==> config.mk <==
export PLATFORM = sky130hd
export DESIGN_NAME = useq_ctrl
export DESIGN_NICKNAME = d
export VERILOG_FILES = /design/src/rtl/useq_pkg.sv /design/src/rtl/useq_dispatch.sv /design/src/rtl/useq_next_addr.sv /design/src/rtl/useq_ucode_rom.sv /design/src/rtl/useq_ctrl.sv
export SDC_FILE = /design/constraint.sdc
export NUM_CORES = 1
export LEC_CHECK = 0
export BUFFER_PORTS_ARGS = -buffer_cell sky130_fd_sc_hd__buf_2
export CORE_ASPECT_RATIO = 0.7
export CORE_MARGIN = 10
export CORE_UTILIZATION = 23
export DETAILED_ROUTE_END_ITERATION = 10
export SLEW_MARGIN = 20
export SYNTH_ARGS = -nofsm -noshare
export SYNTH_HDL_FRONTEND = slang
export SYNTH_SLANG_ARGS = --single-unit
==> constraint.sdc <==
create_clock -name clk -period 2.3 [get_ports clk]
set_clock_uncertainty 0.05 [all_clocks]
set_input_delay 0 -clock clk [delete_from_list [all_inputs] [get_ports clk]]
set_output_delay 0 -clock clk [all_outputs]
set_load 0.05 [all_outputs]
==> src/rtl/useq_pkg.sv <==
package useq_pkg;

  localparam int UA_W    = 5;
  localparam int OPC_W   = 6;
  localparam int CAUSE_W = 5;

  typedef logic [UA_W-1:0] uaddr_t;

  typedef enum logic [1:0] {
    SEQ_FETCH    = 2'b00,
    SEQ_DISPATCH = 2'b01,
    SEQ_NEXT     = 2'b10
  } seq_e;

  typedef enum logic [1:0] {
    COND_NONE = 2'b00,
    COND_OVF  = 2'b01,
    COND_IRQ  = 2'b10
  } cond_e;

  localparam logic [1:0] ALU_ADD  = 2'b00;
  localparam logic [1:0] ALU_SUB  = 2'b01;
  localparam logic [1:0] ALU_FUNC = 2'b10;
  localparam logic [1:0] ALU_OR   = 2'b11;

  localparam logic [1:0] SRCB_FOUR  = 2'b00;
  localparam logic [1:0] SRCB_RT    = 2'b01;
  localparam logic [1:0] SRCB_EXTSH = 2'b10;
  localparam logic [1:0] SRCB_EXT   = 2'b11;

  localparam logic [1:0] PCSRC_ALU     = 2'b00;
  localparam logic [1:0] PCSRC_ALUOUT  = 2'b01;
  localparam logic [1:0] PCSRC_HANDLER = 2'b10;

  localparam logic [OPC_W-1:0] OP_RTYPE = 6'b000000;
  localparam logic [OPC_W-1:0] OP_BEQ   = 6'b000100;
  localparam logic [OPC_W-1:0] OP_ORI   = 6'b001101;
  localparam logic [OPC_W-1:0] OP_LW    = 6'b100011;
  localparam logic [OPC_W-1:0] OP_SW    = 6'b101011;

  localparam uaddr_t UA_FETCH  = 5'd0;
  localparam uaddr_t UA_DECODE = 5'd1;
  localparam uaddr_t UA_BEQ    = 5'd2;
  localparam uaddr_t UA_RTYPE  = 5'd4;
  localparam uaddr_t UA_ORI    = 5'd6;
  localparam uaddr_t UA_LW     = 5'd8;
  localparam uaddr_t UA_SW     = 5'd11;
  localparam uaddr_t UA_UNDEF  = 5'd16;
  localparam uaddr_t UA_OVF    = 5'd17;
  localparam uaddr_t UA_INT    = 5'd18;

  localparam logic [CAUSE_W-1:0] CAUSE_INT   = 5'd0;
  localparam logic [CAUSE_W-1:0] CAUSE_UNDEF = 5'd10;
  localparam logic [CAUSE_W-1:0] CAUSE_OVF   = 5'd12;

  typedef struct packed {
    logic [1:0]         alu_op;
    logic               srca;
    logic [1:0]         srcb;
    logic               ext_sign;
    logic               reg_write;
    logic               reg_dst;
    logic               mem_to_reg;
    logic               mem_read;
    logic               mem_write;
    logic               mem_addr_sel;
    logic               ir_write;
    logic               pc_write;
    logic               pc_write_cond;
    logic [1:0]         pc_src;
    logic               epc_write;
    logic               cause_write;
    logic [CAUSE_W-1:0] cause;
    cond_e              cond;
    seq_e               seq;
    uaddr_t             target;
  } ucw_t;

  // Exception step shared by all three causes: EPC <- PC - 4, PC <- handler.
  function automatic ucw_t exc_word(input logic [CAUSE_W-1:0] code);
    ucw_t w;
    w             = '0;
    w.alu_op      = ALU_SUB;
    w.srca        = 1'b0;
    w.srcb        = SRCB_FOUR;
    w.epc_write   = 1'b1;
    w.cause_write = 1'b1;
    w.cause       = code;
    w.pc_write    = 1'b1;
    w.pc_src      = PCSRC_HANDLER;
    w.seq         = SEQ_FETCH;
    return w;
  endfunction

  function automatic ucw_t ucode_word(input uaddr_t a);
    ucw_t w;
    w     = '0;
    w.seq = SEQ_FETCH;
    case (a)
      UA_FETCH: begin
        w.alu_op   = ALU_ADD;
        w.srcb     = SRCB_FOUR;
        w.mem_read = 1'b1;
        w.ir_write = 1'b1;
        w.pc_write = 1'b1;
        w.pc_src   = PCSRC_ALU;
        w.seq      = SEQ_NEXT;
      end
      UA_DECODE: begin
        w.alu_op   = ALU_ADD;
        w.srcb     = SRCB_EXTSH;
        w.ext_sign = 1'b1;
        w.cond     = COND_IRQ;
        w.target   = UA_INT;
        w.seq      = SEQ_DISPATCH;
      end
      UA_BEQ: begin
        w.alu_op        = ALU_SUB;
        w.srca          = 1'b1;
        w.srcb          = SRCB_RT;
        w.pc_write_cond = 1'b1;
        w.pc_src        = PCSRC_ALUOUT;
      end
      UA_RTYPE: begin
        w.alu_op = ALU_FUNC;
        w.srca   = 1'b1;
        w.srcb   = SRCB_RT;
        w.cond   = COND_OVF;
        w.target = UA_OVF;
        w.seq    = SEQ_NEXT;
      end
      5'd5: begin
        w.reg_write = 1'b1;
        w.reg_dst   = 1'b1;
      end
      UA_ORI: begin
        w.alu_op = ALU_OR;
        w.srca   = 1'b1;
        w.srcb   = SRCB_EXT;
        w.seq    = SEQ_NEXT;
      end
      5'd7: begin
        w.reg_write = 1'b1;
      end
      UA_LW, UA_SW: begin
        w.alu_op   = ALU_ADD;
        w.srca     = 1'b1;
        w.srcb     = SRCB_EXT;
        w.ext_sign = 1'b1;
        w.seq      = SEQ_NEXT;
      end
      5'd9: begin
        w.mem_read     = 1'b1;
        w.mem_addr_sel = 1'b1;
        w.seq          = SEQ_NEXT;
      end
      5'd10: begin
        w.reg_write  = 1'b1;
        w.mem_to_reg = 1'b1;
      end
      5'd12: begin
        w.mem_write    = 1'b1;
        w.mem_addr_sel = 1'b1;
      end
      UA_UNDEF: w = exc_word(CAUSE_UNDEF);
      UA_OVF:   w = exc_word(CAUSE_OVF);
      UA_INT:   w = exc_word(CAUSE_INT);
      default:  w.seq = SEQ_FETCH;
    endcase
    return w;
  endfunction

endpackage

==> src/rtl/useq_dispatch.sv <==
module useq_dispatch
  import useq_pkg::*;
#(
  parameter int OPW = OPC_W
) (
  input  logic [OPW-1:0] opcode,
  output logic           hit,
  output uaddr_t         entry
);

  always_comb begin
    hit   = 1'b1;
    entry = UA_FETCH;
    case (opcode)
      OP_RTYPE: entry = UA_RTYPE;
      OP_BEQ:   entry = UA_BEQ;
      OP_ORI:   entry = UA_ORI;
      OP_LW:    entry = UA_LW;
      OP_SW:    entry = UA_SW;
      default:  hit   = 1'b0;
    endcase
  end

endmodule

==> src/rtl/useq_next_addr.sv <==
module useq_next_addr
  import useq_pkg::*;
(
  input  uaddr_t upc,
  input  seq_e   seq,
  input  cond_e  cond,
  input  uaddr_t target,
  input  logic   ovf,
  input  logic   irq,
  input  logic   stall,
  input  logic   disp_hit,
  input  uaddr_t disp_entry,
  output logic   taken,
  output uaddr_t next
);

  always_comb begin
    taken = ((cond == COND_OVF) && ovf) || ((cond == COND_IRQ) && irq);
    if (stall) begin
      next = upc;
    end else if (taken) begin
      next = target;
    end else begin
      case (seq)
        SEQ_DISPATCH: next = disp_hit ? disp_entry : UA_UNDEF;
        SEQ_NEXT:     next = uaddr_t'(upc + 1'b1);
        default:      next = UA_FETCH;
      endcase
    end
  end

endmodule

==> src/rtl/useq_ucode_rom.sv <==
module useq_ucode_rom
  import useq_pkg::*;
#(
  parameter int AW = UA_W
) (
  input  logic          clk,
  input  logic          rst,
  input  logic [AW-1:0] addr,
  output ucw_t          word
);

  localparam int DEPTH = 1 << AW;

  ucw_t table_w [DEPTH];

  for (genvar i = 0; i < DEPTH; i++) begin : g_rom
    assign table_w[i] = ucode_word(uaddr_t'(i));
  end

  // Synchronous read so the table can sit in a block RAM output register.
  always_ff @(posedge clk) begin
    if (rst) word <= table_w[0];
    else     word <= table_w[addr];
  end

endmodule

==> src/rtl/useq_ctrl.sv <==
module useq_ctrl
  import useq_pkg::*;
#(
  parameter int OPW = OPC_W,
  parameter int UAW = UA_W,
  parameter int CW  = CAUSE_W
) (
  input  logic           clk,
  input  logic           rst,
  input  logic [OPW-1:0] opcode_i,
  input  logic           alu_zero_i,
  input  logic           alu_ovf_i,
  input  logic           irq_pending_i,
  input  logic           mem_wait_i,
  output logic [UAW-1:0] upc_o,
  output logic [1:0]     alu_op_o,
  output logic           alu_srca_o,
  output logic [1:0]     alu_srcb_o,
  output logic           ext_sign_o,
  output logic           reg_write_o,
  output logic           reg_dst_o,
  output logic           mem_to_reg_o,
  output logic           mem_read_o,
  output logic           mem_write_o,
  output logic           mem_addr_sel_o,
  output logic           ir_write_o,
  output logic           pc_load_o,
  output logic [1:0]     pc_src_o,
  output logic           epc_write_o,
  output logic           cause_write_o,
  output logic [CW-1:0]  cause_code_o
);

  uaddr_t upc_q;
  uaddr_t upc_d;
  ucw_t   cw_q;
  logic   stall;
  logic   taken;
  logic   disp_hit;
  uaddr_t disp_entry;

  useq_dispatch #(.OPW(OPW)) i_dispatch (
    .opcode (opcode_i),
    .hit    (disp_hit),
    .entry  (disp_entry)
  );

  assign stall = (cw_q.mem_read || cw_q.mem_write) && mem_wait_i;

  useq_next_addr i_next (
    .upc        (upc_q),
    .seq        (cw_q.seq),
    .cond       (cw_q.cond),
    .target     (cw_q.target),
    .ovf        (alu_ovf_i),
    .irq        (irq_pending_i),
    .stall      (stall),
    .disp_hit   (disp_hit),
    .disp_entry (disp_entry),
    .taken      (taken),
    .next       (upc_d)
  );

  useq_ucode_rom #(.AW(UAW)) i_rom (
    .clk  (clk),
    .rst  (rst),
    .addr (upc_d),
    .word (cw_q)
  );

  always_ff @(posedge clk) begin
    if (rst) upc_q <= UA_FETCH;
    else     upc_q <= upc_d;
  end

  assign upc_o          = upc_q;
  assign alu_op_o       = cw_q.alu_op;
  assign alu_srca_o     = cw_q.srca;
  assign alu_srcb_o     = cw_q.srcb;
  assign ext_sign_o     = cw_q.ext_sign;
  assign reg_dst_o      = cw_q.reg_dst;
  assign mem_to_reg_o   = cw_q.mem_to_reg;
  assign mem_read_o     = cw_q.mem_read;
  assign mem_write_o    = cw_q.mem_write;
  assign mem_addr_sel_o = cw_q.mem_addr_sel;
  assign pc_src_o       = cw_q.pc_src;
  assign cause_code_o   = cw_q.cause;

  // State-changing loads are suppressed while a memory step is stalled.
  assign ir_write_o    = cw_q.ir_write    && !stall;
  assign reg_write_o   = cw_q.reg_write   && !stall;
  assign epc_write_o   = cw_q.epc_write   && !stall;
  assign cause_write_o = cw_q.cause_write && !stall;
  assign pc_load_o     = (cw_q.pc_write || (cw_q.pc_write_cond && alu_zero_i)) && !stall;

  assert_stall_hold_R10: assert property (@(posedge clk) disable iff (rst)
    stall |=> (upc_q == $past(upc_q)));

  assert_stall_gate_R10: assert property (@(posedge clk) disable iff (rst)
    (mem_wait_i && (mem_read_o || mem_write_o)) |-> (!ir_write_o && !pc_load_o && !reg_write_o));

  assert_fetch_return_R4: assert property (@(posedge clk) disable iff (rst)
    (!stall && !taken && cw_q.seq == SEQ_FETCH) |=> (upc_q == UA_FETCH));

  assert_undef_entry_R6: assert property (@(posedge clk) disable iff (rst)
    (upc_q == UA_DECODE && !irq_pending_i && !disp_hit) |=> (upc_q == UA_UNDEF));

  assert_ovf_branch_R7: assert property (@(posedge clk) disable iff (rst)
    (upc_q == UA_RTYPE && alu_ovf_i) |=> (upc_q == UA_OVF));

  assert_irq_branch_R8: assert property (@(posedge clk) disable iff (rst)
    (upc_q == UA_DECODE && irq_pending_i) |=> (upc_q == UA_INT));

  assert_exc_word_R9: assert property (@(posedge clk) disable iff (rst)
    (upc_q == UA_UNDEF || upc_q == UA_OVF || upc_q == UA_INT)
      |-> (epc_write_o && cause_write_o && pc_load_o && pc_src_o == PCSRC_HANDLER));

  assert_mem_excl_R5: assert property (@(posedge clk) disable iff (rst)
    !(mem_read_o && mem_write_o));

endmodule

* Word-level counts from Yosys, hierarchy flattened
Memories as Yosys holds them, arrays and structs flattened. A register that Yosys moved wholly into a read port is not among the register bits.
Cells that the tools add are included.
** Cells by class
- Add/subtract/negate cells :: 1
- Equality and inequality tests :: 8
- Multiplexer cells :: 6
- Bitwise logic cells :: 1
- Reductions and logical operators :: 15
** Operators by type and width (count)
- one-hot mux 4 bit (5 select lines) :: 1
- 2-to-1 mux 5 bit :: 3
- == test 6 bit (second input constant) :: 2
- one-hot mux 5 bit (2 select lines) :: 1
- logical AND 1 bit :: 9
- == test 6 x 3 -> 1 bit (second input constant) :: 1
- == test 6 x 4 -> 1 bit (second input constant) :: 1
- logical NOT 6 bit :: 1
- NOT 5 -> 6 bit :: 1
- adder 5 x 1 -> 5 bit (second input constant) :: 1
- OR reduction 5 bit :: 1
- == test 2 x 1 -> 1 bit (second input constant) :: 2
- == test 2 bit (second input constant) :: 2
- logical OR 1 bit :: 3
- logical NOT 1 bit :: 1
- 2-to-1 mux 1 bit :: 1
** Word-level totals
- Bits in registers :: 5
- Bits in read-only memories :: 1056
- Input port bits :: 12
- Output and inout port bits :: 28
- Memories kept :: 1
** Memories
- (name not given) :: depth 32, bits a word 33, read ports 1, clocked after Yosys merged registers in 1, write ports 0, RTL line useq_ucode_rom.sv:23 : else word <= table_w[addr];

* Logic depth before layout (Yosys ltp)
Gate-level depths: netlist of run 1.
- Depth after elaboration :: 8
- Gate-level depth with buffers :: 11
- Gate-level depth less buffers :: 11

* Cells and area by module
From an unflattened synthesis of run 1, not the netlist that was laid out.
** Unflattened totals
- Cell total of the unflattened synthesis :: 162
- Area, all modules :: 1461.4 um^2
** By module, submodules not included
- useq_ucode_rom :: times used 1, cells each 89, area an instance 890.9 um^2, seq. area each 440.4 um^2
- useq_next_addr :: times used 1, cells each 38, area an instance 276.5 um^2, seq. area each 0.0 um^2
- useq_ctrl :: times used 1, cells each 18, area an instance 185.2 um^2, seq. area each 100.1 um^2
- useq_dispatch :: times used 1, cells each 17, area an instance 108.9 um^2, seq. area each 0.0 um^2

* Worst setup path before layout of run 1
No wires, ideal clock.
- Path type :: reg2reg
- From :: register, netlist name i_rom.word[22]
- To :: register, netlist name i_rom.word[31]
- Library setup time :: 0.080 ns
- Data arrival time :: 2.356 ns
- Slack :: -0.185 ns
- Stages on the path, launching flop included :: 8
- Buffers on the path :: 0
- Period minus slack after synthesis :: 2.485 ns
- Cell sequence :: dfxtp_1 > o21ai_1 > nand2_1 > o22ai_1 > inv_1 > ha_1 > or3_1 > a211oi_2
** On the way
- Word-level cells in the longest chain between the ends :: 4
** RTL lines
- logical OR 1 bit :: RTL line useq_ctrl.sv:48 : assign stall = (cw_q.mem_read || cw_q.mem_write) && mem_wait_i;
- logical AND 1 bit :: RTL line useq_ctrl.sv:48
- 2-to-1 mux 5 bit :: RTL line useq_next_addr.sv:19 : if (stall) begin
- via i_next.next[0] :: RTL line useq_next_addr.sv:14 : output uaddr_t next
- NOT 5 -> 6 bit (not written as such) :: RTL line useq_ucode_rom.sv:23
The timed path passes the listed nets, and every way through them passes these cells.
A chain may end at the register's enable or synchronous reset.

* Worst setup path in the final report of run 1
- From :: register, netlist name i_rom.word[8]
- To :: register, netlist name i_rom.word[23]
** On the way
- Word-level cells in the longest chain between the ends :: 6
- Elaborated cells between the ends (all ways) :: 8
- Those cells by class :: eq/ne: 2; mux: 2; bitwise: 1; reduce/logical: 3
** RTL lines
- == test 2 x 1 -> 1 bit or == test 2 bit (tied branches) :: RTL line useq_next_addr.sv:18 : taken = ((cond == COND_OVF) && ovf) || ((cond == COND_IRQ) && irq);
- logical AND 1 bit :: RTL line useq_next_addr.sv:18
- logical OR 1 bit * :: RTL line useq_next_addr.sv:18
- 2-to-1 mux 5 bit * :: RTL line useq_next_addr.sv:21 : end else if (taken) begin
- 2-to-1 mux 5 bit * :: RTL line useq_next_addr.sv:19
- via i_next.next[1] :: RTL line useq_next_addr.sv:14
- NOT 5 -> 6 bit (not written as such) * :: RTL line useq_ucode_rom.sv:23
Mark *: on every way through the listed nets, which the timed path passes. The rest lies on a longest branch.

==> flow_summary.toml, run 1 <==
[timing]
period_minus_slack_ns = 2.39
setup_tns_ns = -0.139
layout_setup_ws_ns = -0.0927
fmax_mhz = 418
rsz0062_at_grt = "true"
hold_violations = 0
setup_viol = 5
post-route-period-util = 1.04
maxSlewViolCount = 0

[placement]
dp.final_hpwl_microns = 3450
buffer_ports.inserted = 37
gp_congestion = 0.887
dpl.cell_count = 285
pre_cts_slack_ns = -0.0829

[synth]
synth_cell_types = 49
synthSimpleGateAreaFrac = 0.280
avgSynthCellArea_sq_um = 8.82
seq_area_frac_synth = 0.367
syn_inst = 167
syn_area_sq_mm = 0.00147
synth_top_family_by_area = "simple AND/OR/NAND/NOR gates"
yosys_warnings = 0
synthXorXnorAreaFrac = 0.00595
synth_fa_ha_area_frac = 0.0595
ys_top_cells_by_area = "dfxtp_1 37%, buf_4 6.6%, ha_1 5.9%, nor3_1 3.7%, nand3_1 3.4%"
synth_compound_area_frac = 0.161
synthMuxAreaShare = 0.0212
synth_top_area_frac = 0.367
ys_ff_latch = 27
synth_area_leader_cell = "dfxtp_1"

[final_layout]
area_growth_pct = 42.7
post-route-util = 0.338
layout_common_cells = "37 x buf_2, 25 x dfxtp_1, 25 x buf_4"
fillCellCount = 620
stdcell_count = 296
final_common_cell = "buf_2"
nets = 238
drive_gt1_frac = 0.500
antennaDiodeCount = 0

[route]
drc = 0
routed_wl_microns = 4550
drt_iter0_drc = 65
wl_per_cell_microns = 15.4
via_count = 1405
postRouteAntennaNets = 0
drt_pass1_iterations = 4
post_drt_via_cell_ratio = 4.75

[critical_path]
crit_path_frequent_cell = "ha_4"
cp-start-kind = "flip-flop"
cp_max_fo = 6
cp-end-kind = "flip-flop"
crit_family = "compound AO/OA/AOI/OAI gates"
cp_slowest_cell = "or3_4"
max_stage_delay_ns = 0.39
crit_buf_inv = 2
worstSetupPathType = "reg2reg"
cp_cell_sequence = "inv_2 > ha_4 > or3_4 > a31oi_1 > o22a_2 > inv_4 > ha_4 > mux2_4 > a31o_4"
arrival_ns = 2.52
cp_data_required_time_ns = 2.43

[grt]
grt_pass1_wl_microns = 6820
grt_max_degree = 16
antenna_found_initial = 0
grt_pass1_vias = 1329
groute.usage.overall = 0.0835
grt-ovfl-total = 0

[floorplan]
num_rows = 24
initial_core_util = 0.237
die-area_sq_mm = 0.0101
dieHeight_microns = 86.9
core_sq_mm = 0.00622
die_width_microns = 116
io_pins = 40

[clock_tree]
cts_sinks = 27
clk_transition_reported_paths_ns = 0.09
htreeDepth = 1
cts-root-buf = "clkbuf_8"
cts_tree = "built"
hold_buffers = 0
worstSkewPairLatency_ns = 0.27
ctsLongestPathBuffers = 2
cts_buffers = 3

[power_and_ir_drop]
ir_drop_uv = 539
clkPwrFrac = 0.090
power.density_mw_per_mm2 = 1440
power_mw = 3.02
p_leak_nw = 0.935
p_comb_frac = 0.689
netSwitchingPower_mw = 1.42
p_int_mw = 1.60
swShare = 0.469
seq_power_share = 0.221

[job]
drv_cap = 0

[status]
status = "complete, but fails checks"
violations = "setup timing"

[worst_hold_path]
hold_path_class = "in2reg"
## synthesized netlist by cell type, drive strengths merged
library cell / number
a41o: 1
buf: 15
a31o: 3
o41ai: 1
nand2: 13
o22a: 1
a21o: 1
a311o: 1
nand2b: 4
a311oi: 1
nor4: 6
nor2: 8
nor3: 11
a32oi: 1
and3: 2
nor4b: 3
conb: 1
and4b: 1
clkbuf: 3
ha: 7
inv: 7
nor2b: 1
o211ai: 2
mux2: 1
o22ai: 1
o21a: 1
a211oi: 1
nor3b: 1
and3b: 2
nand3b: 2
a21oi: 5
a32o: 1
a21bo: 1
or3: 3
a211o: 2
nand3: 10
a31oi: 1
o21ai: 6
xor2: 1
dfxtp: 27
and2: 5
mux2i: 2
## per-layer routing
layer / GRT usage / wire (microns) / vias to the layer above
met1: 0.114 / 2090 / 658
met4: 0.0102 / 0 / 0
li1: - / - / 689
met2: 0.121 / 1990 / 58
met5: 0 / 0 / -
met3: 0.0372 / 468 / 0
## worst paths after layout
check	startpoint	to	slack, ns	cells after the start
worst min-delay path	rst	upc_o[4]	0.06	2
worst min register to register	upc_o[1]	upc_o[1]	0.75	3
worst max-delay path	i_rom.word[8]	i_rom.word[23]	-0.09	9
worst max register to register	i_rom.word[8]	i_rom.word[23]	-0.09	9
## registers in the layout, indices dropped and copies added, names as in the netlist
name	flops
i_rom.word	22
upc_o	5
## layout make-up
cell class | count | area (sq um) | area share
multi-input cells | 116 | 972 | 0.463
clock buffers | 4 | 45.0 | 0.0214
well taps | 78 | 97.6 | 0.0465
inverters | 7 | 33.8 | 0.0161
repair buffers | 64 | 404 | 0.192
flip-flops and latches | 27 | 548 | 0.261
## kinds of logic (layout without fill, tap and decap cells)
family	Yosys count	after routing
other	1	2
buffers and inverters	25	75
adder cells (fa/ha/maj)	7	7
flip-flops	27	27
AO/OA/AOI/OAI	31	31
XOR/XNOR	1	1
multiplexers	3	3
AND/OR/NAND/NOR	72	72
## per-stage QoR
stage	cell area (sq um)	hold slack, ns
6_report	2100	0.0556
5_1_grt	2100	0.0615
4_1_cts	1920	0.0225
3_5_place_dp	1810	0.308
3_3_place_gp	1810	0.309
2_1_floorplan	1490	0.0261
## power by group through the flow
stage	sequential [mW]	combinational [mW]	clock [mW]
after global placement	0.658	1.57	0
after detailed placement	0.661	1.58	0
after global routing	0.684	2.24	0.294
after CTS	0.657	1.69	0.278
after floorplan	0.787	0.967	0
final	0.668	2.08	0.272
## what timing repair did
action,4_1_cts,5_1_grt
hold endpoints to repair,0,0
gates cloned,0,0
resized for setup,8,32
pin swaps,3,10
setup endpoints to repair,10,17
buffers inserted,3,4
(Power assumes the default switching activity.)
==> run 2, diff against run 1 <==
ABC_AREA = 1   (was default)
SYNTH_HIERARCHICAL = 1   (was default)
==> flow_summary.toml, run 2 <==
[status]
status = "complete, no violations"

[placement]
gp_congestion = 0.884
dp.final_hpwl_microns = 3130
buffer_ports.inserted = 37

[floorplan]
core_sq_mm = 0.00634
num_rows = 24
die_width_microns = 118
dieHeight_microns = 88.3
io_pins = 40
initial_core_util = 0.242
die-area_sq_mm = 0.0104

[grt]
antenna_found_initial = 0
grt-ovfl-total = 0
grt_max_degree = 15
grt_pass1_wl_microns = 6600
grt_pass1_vias = 1342
groute.usage.overall = 0.0761

[critical_path]
r2r_slack_ns = 0.22
cp_data_required_time_ns = 2.46
cp-end-kind = "flip-flop"
cp-start-kind = "flip-flop"
cp_max_fo = 7
worstSetupPathType = "reg2reg"
arrival_ns = 2.24
r2r_cells = 11

[timing]
post-route-period-util = 0.903
setup_tns_ns = 0
hold_violations = 0
period_minus_slack_ns = 2.08
maxSlewViolCount = 0
fmax_mhz = 481
setup_viol = 0
rsz0062_at_grt = "false"

[synth]
synth-edff-count = 0
ys_ff_latch = 27
seq_area_frac_synth = 0.353
async_reset_ff_frac = 0
synth_top_area_frac = 0.353
yosys_warnings = 6
synth_most_common_cell = "nor2_1"
synth_area_leader_cell = "dfxtp_1"
syn_area_sq_mm = 0.00153
synth_cell_types = 24
syn_inst = 214
synth_ff_type = "dfxtp_1"
ys_top_cells_by_area = "dfxtp_1 35%, nor2_1 8.3%, nand2_1 8.1%, inv_1 7.6%, ha_1 7.3%"
synth_common_cells = "34 x nor2_1, 33 x nand2_1, 31 x inv_1, 27 x dfxtp_1, 17 x nand3_1"
avgSynthCellArea_sq_um = 7.16

[route]
wl_per_cell_microns = 11.2
post_drt_via_cell_ratio = 3.97
via_count = 1353
drt_pass1_iterations = 4
postRouteAntennaNets = 0
routed_wl_microns = 3830
drt_iter0_drc = 79
drc = 0

[job]
drv_cap = 0

[clock_tree]
cts_tree = "built"
clk_transition_reported_paths_ns = 0.08
cts_resized = 0
worstSkewPairLatency_ns = 0.27
cts_buffers = 3
cts_sinks = 27
hold_buffers = 1
htreeDepth = 1
cts_setup_buffers = 0
ctsLongestPathBuffers = 2
cts-root-buf = "clkbuf_8"

[final_layout]
nets = 272
final_common_cell = "buf_2"
layout_common_cells = "37 x buf_2, 34 x nor2_1, 33 x nand2_1"
largest_reg_flops = 22
antennaDiodeCount = 0
area_growth_pct = 19.2
drive_gt1_frac = 0.264
top_register = "i_rom/word"

[power_and_ir_drop]
p_int_mw = 1.20
p_leak_nw = 0.949
power.density_mw_per_mm2 = 1440
seq_power_share = 0.265
netSwitchingPower_mw = 1.42
ir_drop_uv = 579
clkPwrFrac = 0.099
swShare = 0.542
power_mw = 2.62
p_comb_frac = 0.635

[worst_hold_path]
hold_path_class = "in2reg"
hold_depth = 8
==> run 2: changes by cell type in the layout (fill, tap and decap cells not counted), sizes merged, moves of 4 or more <==
cell    before  now
nor3        11    2
buf         64   41
a21oi        5   11
nand2b       4    0
nand4        0    5
inv          7   33
and2         5    1
nand2       13   38
nor2         8   44
nor4         6    0
nand3       10   19
==> run 2: worst max-delay path: stages, from the launching register on <==
cell and delay (ns):
dfxtp_1 0.41, inv_1 0.06, ha_1 0.33, nor2_4 0.16, nand2_1 0.06, a21oi_1 0.18
buf_4 0.18, ha_1 0.15, inv_1 0.04, nor2_1 0.18, nand3_1 0.10, nand3_1 0.10
==> run 2: final timing paths <==
| path | from | endpoint |
|---|---|---|
| worst max-delay path | i_rom/word[8] | i_rom/word[23] |
| worst min-delay path | alu_ovf_i | upc_o[4] |
| worst max register to register | i_rom/word[8] | i_rom/word[23] |
| worst min register to register | upc_o[4] | upc_o[4] |
==> run 2: cell families after synthesis <==
family | synth area share
AO/OA/AOI/OAI | 0.0727
adder cells (fa/ha/maj) | 0.0735
buffers and inverters | 0.147
flip-flops | 0.353
other | 0.00490
AND/OR/NAND/NOR | 0.349
==> run 2: final cells by class <==
class                      instances  area, sq um
fill                             688         4510
multi-input combinational        144          778
sequential                        27          541
timing repair buffer              42          225
inverter                          33          124
tap                               91          114
clock buffer                       4         45.0
==> run 2: per-layer routing <==
layer	global-route usage	up-vias	wire [microns]
met3	0.0261	0	216
met1	0.101	594	2020
met5	0	-	0
met2	0.120	37	1590
met4	0.0101	0	0
li1	-	722	-
==> run 2: stage by stage <==
step,instance area [sq um],hold WS [ns],instances,utilization,setup slack (ns)
floorplan,1540,0.0214,217,-,0.0154
global placement,1770,0.241,336,0.280,0.290
detailed placement,1770,0.244,336,0.280,0.281
CTS,1830,0.293,341,0.288,0.264
global route,1830,0.348,341,0.288,0.0367
finish,1830,0.313,341,0.288,0.223
==> run 2: power by group through the flow <==
stage | logic [mW] | registers (mW) | clock network [mW]
after global routing | 1.83 | 0.718 | 0.301
after global placement | 1.65 | 0.704 | 0
after detailed placement | 1.65 | 0.707 | 0
after floorplan | 1.00 | 0.994 | 0
final | 1.67 | 0.695 | 0.260
after CTS | 1.66 | 0.698 | 0.273
